File: config.mk
export PLATFORM = sky130hd
export DESIGN_NAME = lane_write_ctrl
export DESIGN_NICKNAME = d
export VERILOG_FILES = /design/src/rtl/lane_write_pkg.sv /design/src/rtl/lane_mask_gen.sv /design/src/rtl/chip_sel_decode.sv /design/src/rtl/lane_data_pack.sv /design/src/rtl/lane_write_ctrl.sv
export SDC_FILE = /design/constraint.sdc
export NUM_CORES = 1
export LEC_CHECK = 0
export ABC_AREA = 1
export ABC_CLOCK_PERIOD_IN_PS = 1900
export BUFFER_PORTS_ARGS = -buffer_cell sky130_fd_sc_hd__buf_2
export CAP_MARGIN = 40
export CORE_ASPECT_RATIO = 0.75
export CORE_MARGIN = 2
export CORE_UTILIZATION = 46
export CTS_CLUSTER_SIZE = 8
export DETAILED_ROUTE_END_ITERATION = 8
export PLACE_DENSITY = 0.83
export SLEW_MARGIN = 5
export SYNTH_ARGS = -nofsm -noshare
export SYNTH_HDL_FRONTEND = slang
export SYNTH_SLANG_ARGS = --single-unit
File: constraint.sdc
create_clock -name clk -period 1.9 [get_ports clk]
set_clock_uncertainty 0.2 [all_clocks]
set_input_delay 0.095 -clock clk [delete_from_list [all_inputs] [get_ports clk]]
set_output_delay 0.095 -clock clk [all_outputs]
set_load 0.01 [all_outputs]
File: src/rtl/lane_write_pkg.sv
package lane_write_pkg;

    // Source of the lane write mask for one edge
    typedef enum logic [1:0] {
        WSRC_NONE   = 2'd0,
        WSRC_GLOBAL = 2'd1,
        WSRC_LANES  = 2'd2
    } wr_src_e;

endpackage

File: src/rtl/lane_mask_gen.sv
module lane_mask_gen
    import lane_write_pkg::*;
#(
    parameter int LANES = 4
) (
    input  logic             gwr_n,
    input  logic             bwgate_n,
    input  logic [LANES-1:0] bsel_n,
    output wr_src_e          src,
    output logic [LANES-1:0] mask
);

    // Global write overrides the gated per-lane strobes
    always_comb begin
        if (!gwr_n) begin
            src = WSRC_GLOBAL;
        end else if (!bwgate_n) begin
            src = WSRC_LANES;
        end else begin
            src = WSRC_NONE;
        end
    end

    for (genvar g = 0; g < LANES; g++) begin : g_lane
        always_comb begin
            unique case (src)
                WSRC_GLOBAL: mask[g] = 1'b1;
                WSRC_LANES:  mask[g] = ~bsel_n[g];
                default:     mask[g] = 1'b0;
            endcase
        end
    end

endmodule

File: src/rtl/chip_sel_decode.sv
module chip_sel_decode (
    input  logic ce_n,
    input  logic cs_hi,
    input  logic cs_lo_n,
    output logic hit
);

    always_comb begin
        hit = (~ce_n) & cs_hi & (~cs_lo_n);
    end

endmodule

File: src/rtl/lane_data_pack.sv
module lane_data_pack #(
    parameter int LANES     = 4,
    parameter int LANE_BITS = 8
) (
    input  logic [LANES*LANE_BITS-1:0]     din,
    input  logic [LANES-1:0]               par,
    output logic [LANES*(LANE_BITS+1)-1:0] packed_o
);

    localparam int LANE_W = LANE_BITS + 1;

    for (genvar g = 0; g < LANES; g++) begin : g_pack
        always_comb begin
            packed_o[g*LANE_W +: LANE_BITS] = din[g*LANE_BITS +: LANE_BITS];
            packed_o[g*LANE_W + LANE_BITS]  = par[g];
        end
    end

endmodule

File: src/rtl/lane_write_ctrl.sv
module lane_write_ctrl
    import lane_write_pkg::*;
#(
    parameter int LANES     = 4,
    parameter int LANE_BITS = 8
) (
    input  logic                           clk,
    input  logic                           rst_n,
    input  logic                           sleep,
    input  logic                           addr_load,
    input  logic                           ce_n,
    input  logic                           cs_hi,
    input  logic                           cs_lo_n,
    input  logic                           gwr_n,
    input  logic                           bwgate_n,
    input  logic [LANES-1:0]               bsel_n,
    input  logic [LANES*LANE_BITS-1:0]     wr_din,
    input  logic [LANES-1:0]               wr_par,
    input  logic                           oe_n,
    output logic [LANES-1:0]               lane_wr,
    output logic                           sel,
    output logic [LANES*(LANE_BITS+1)-1:0] lane_data,
    output logic                           clk_en,
    output logic                           drv_en
);

    localparam int LANE_W = LANE_BITS + 1;
    localparam int DATA_W = LANES * LANE_W;

    typedef struct packed {
        logic [LANES-1:0]  lane_wr;
        logic              sel;
        logic [DATA_W-1:0] data;
    } ctrl_state_t;

    ctrl_state_t st_d, st_q;

    wr_src_e           src_w;
    logic [LANES-1:0]  raw_mask_w;
    logic              hit_w;
    logic [DATA_W-1:0] packed_w;

    lane_mask_gen #(.LANES(LANES)) i_mask (
        .gwr_n    (gwr_n),
        .bwgate_n (bwgate_n),
        .bsel_n   (bsel_n),
        .src      (src_w),
        .mask     (raw_mask_w)
    );

    chip_sel_decode i_sel (
        .ce_n    (ce_n),
        .cs_hi   (cs_hi),
        .cs_lo_n (cs_lo_n),
        .hit     (hit_w)
    );

    lane_data_pack #(.LANES(LANES), .LANE_BITS(LANE_BITS)) i_pack (
        .din      (wr_din),
        .par      (wr_par),
        .packed_o (packed_w)
    );

    // Next-state computation
    always_comb begin
        logic sel_eff;
        st_d    = st_q;
        sel_eff = addr_load ? hit_w : st_q.sel;
        if (!sleep) begin
            st_d.sel  = sel_eff;
            st_d.data = packed_w;
            if (sel_eff && (src_w != WSRC_NONE)) begin
                st_d.lane_wr = raw_mask_w;
            end else begin
                st_d.lane_wr = '0;
            end
        end
    end

    always_ff @(posedge clk or negedge rst_n) begin
        if (!rst_n) begin
            st_q <= '0;
        end else begin
            st_q <= st_d;
        end
    end

    always_comb begin
        lane_wr   = st_q.lane_wr;
        sel       = st_q.sel;
        lane_data = st_q.data;
        clk_en    = ~sleep;
        drv_en    = (~oe_n) & st_q.sel & ~(|st_q.lane_wr);
    end

endmodule


==> qor.csv <==
metric,value,unit
WS Path Type,in -> reg,
final critical-path required period,1580,ps
nets,378,
share of cells above drive strength 1,30.8,%
vias in the first global route,1661,
post-synthesis cell count,190,
CTS Sinks,41,
Inserted Clock Buffers,5,
"slowest stage cell, crit path",dlygate4sd3_1,
largest net degree at the start of global routing,45,
Root Buffer,clkbuf_8,
RD Place Congestion,0.769,
TritonRoute pass-1 iters,4,
Final Cell Area,0.00265,sq mm
Initial Utilization,48.7,%
synthesized flop and latch total,41,
CP endpoint kind,flop,
Die Wd,72.6,um
CTS tree,yes,
Slew Limit Fails,0,
Vias,1743,
Worst-Margin Slew,626,ps
top post-synthesis cells by count,"nand2_1, dfrtp_1, buf_2, a21oi_1, nand3_1",
Netlist Area Pre-Place,0.00162,sq mm
status,"finished, final reports clean",
Pwr Density,731,mW/mm^2
slew margin rel.,58.2,%
"count leader, synth",nand2_1,
max incr delay on CP,570,ps
Die Ht,55.5,um
Final Hold Vio Count,0,
# port buffers,92,
Worst-path clk slew,70,ps
routed len/inst,13.0,um
first-pass GRT wire length,7440,um
number of synthesized flops with an enable pin,0,
"delay-heaviest family, CP",buffers and inverters,
routed wire length,4780,um
DR vias/cell,4.74,
min-delay worst type,in -> reg,
most numerous cell on the critical path,dlygate4sd3_1,
Max Cap Viol,0,
crit path launch type,input port,
Worst EP required,1920,ps
Post-synth ARST share,100,%
Core ar.,0.00333,sq mm
Fmax achieved,0.633,GHz
"Top FF cell, synth",dfrtp_1,
post-synthesis sequential area ratio,63.2,%
"IR drop worst, VDD",0.430,mV
crit-path cells,dlygate4sd3_1 -> buf_2 -> a21oi_1 -> dlygate4sd3_1 -> nand3_1 -> nand2_1,
die area,0.00403,sq mm
Ports,93,
maximum clock path buffer count,2,
Final Setup Violations,0,
H-tree depth,2,
yosys warns,0,
Setup Total Neg Slack,0,ps
diode count,0,
initial antenna violation count,0,
Worst Path Buf+Inv,3,
largest area contributor in the netlist,dfrtp_1,
Placed Area,0.00210,sq mm
RSZ-0062 raised after global routing,no,
top-area cell type share of the netlist area,63.2,%
# DRC,0,
Post-DRT Antenna Nets,0,
row count,18,
crit share post-route,83.2,%
HPWL Detailed,2480,um
worst skew pair latency,280,ps
cell leakage power,1.54,nW
DRT iter0 DRCs,169,
global route total overflow,0,
signal arrival time at the worst endpoint,1600,ps
CP max FO,1,
area grow syn2layout,63.1,%
syn_area_per_cell,8.55,sq um
Synth cell types,12,
synthesized net count,240,
top area cells in the synthesized netlist,"dfrtp_1, nand2_1, buf_2",
Global Route Usage Sum,24.4,%
-- state kept, by name, summed over array words and instances, names as in the netlist --
name and flops:
lane_data 36, lane_wr 4, sel 1
-- worst reg2reg max path, cell delays in order, from the launching register on --
cell     delay, ps
dfrtp_1        400
nand2_1         70
nand2_1        130
nand2_1         90
o21ai_0         80
-- per-layer routing --
layer	wire, um	vias to the layer above	global-route usage (%)
li1	-	845	-
met1	2040	790	31.1
met2	2280	99	40.1
met3	382	9	6.57
met4	78	0	8.20
met5	0	-	0
-- cells by family after synthesis --
kind of cell | count (synthesis) | synth area share (%)
buffers and inverters | 13 | 4.62
AOI/OAI and AO/OA | 5 | 1.54
and+or+nand+nor | 131 | 30.7
DFF | 41 | 63.2
-- per-stage QoR --
step                total power [mW]  hold slack [ps]  utilization, %  worst slack, ps  std cells
floorplan                       1.15             -401               -              783        190
global placement                1.30             -120            63.1              717        315
detailed placement              1.31             -121            63.1              698        315
CTS                             1.93             30.3            79.5              359        368
global route                    2.03             68.0            79.5              264        368
finish                          1.93             73.6            79.5              320        368
-- cells in the final DEF (no fill, tap or decap) --
cell	synthesis	final
nor3_1	1	1
buf_2	6	92
inv_1	3	3
clkbuf_8	0	6
clkbuf_1	0	1
inv_2	1	1
a21oi_1	4	4
o21ai_0	1	1
dlygate4sd3_1	0	46
nor2_1	3	3
dfrtp_1	41	41
nand3_1	4	4
buf_4	1	1
nand2_1	123	123
buf_12	0	1
-- path summary, 6_finish.rpt --
path                                                 from                        end  slack [ps]  depth (start not counted)
worst min register to register  lane_data[35]$_DFFE_PN0N_  lane_data[35]$_DFFE_PN0N_         280                          2
worst max-delay path                            bsel_n[1]     lane_wr[1]$_DFFE_PN0N_         320                          6
max in group asynchronous                           rst_n  lane_data[25]$_DFFE_PN0N_        1210                          3
min in group asynchronous                           rst_n   lane_data[4]$_DFFE_PN0N_         100                          3
worst max register to register            sel$_DFFE_PN0N_            sel$_DFFE_PN0N_         790                          4
worst min-delay path                                gwr_n     lane_wr[0]$_DFFE_PN0N_          70                          4
-- layout make-up --
type                    count  area, sq um
fillers                   226          684
well taps                  40         50.0
multi-input cells         136          523
clock buffers               7         86.3
inverters                   4         15.0
flip-flops and latches     41         1030
repair buffers            140          948
-- where the power goes --
part / internal, mW / switching, mW
registers: 0.947 / 0.0439
logic: 0.194 / 0.194
clock network: 0.288 / 0.268
total: 1.43 / 0.506
-- repair_timing --
| item | in CTS | in global routing |
|---|---|---|
| hold endpoints to repair | 81 | 0 |
| buffers inserted | 0 | 0 |
| gates resized for setup | 0 | 0 |
| hold buffers | 46 | 0 |
| setup endpoints to repair | 0 | 0 |
(Power assumes the default switching activity.)
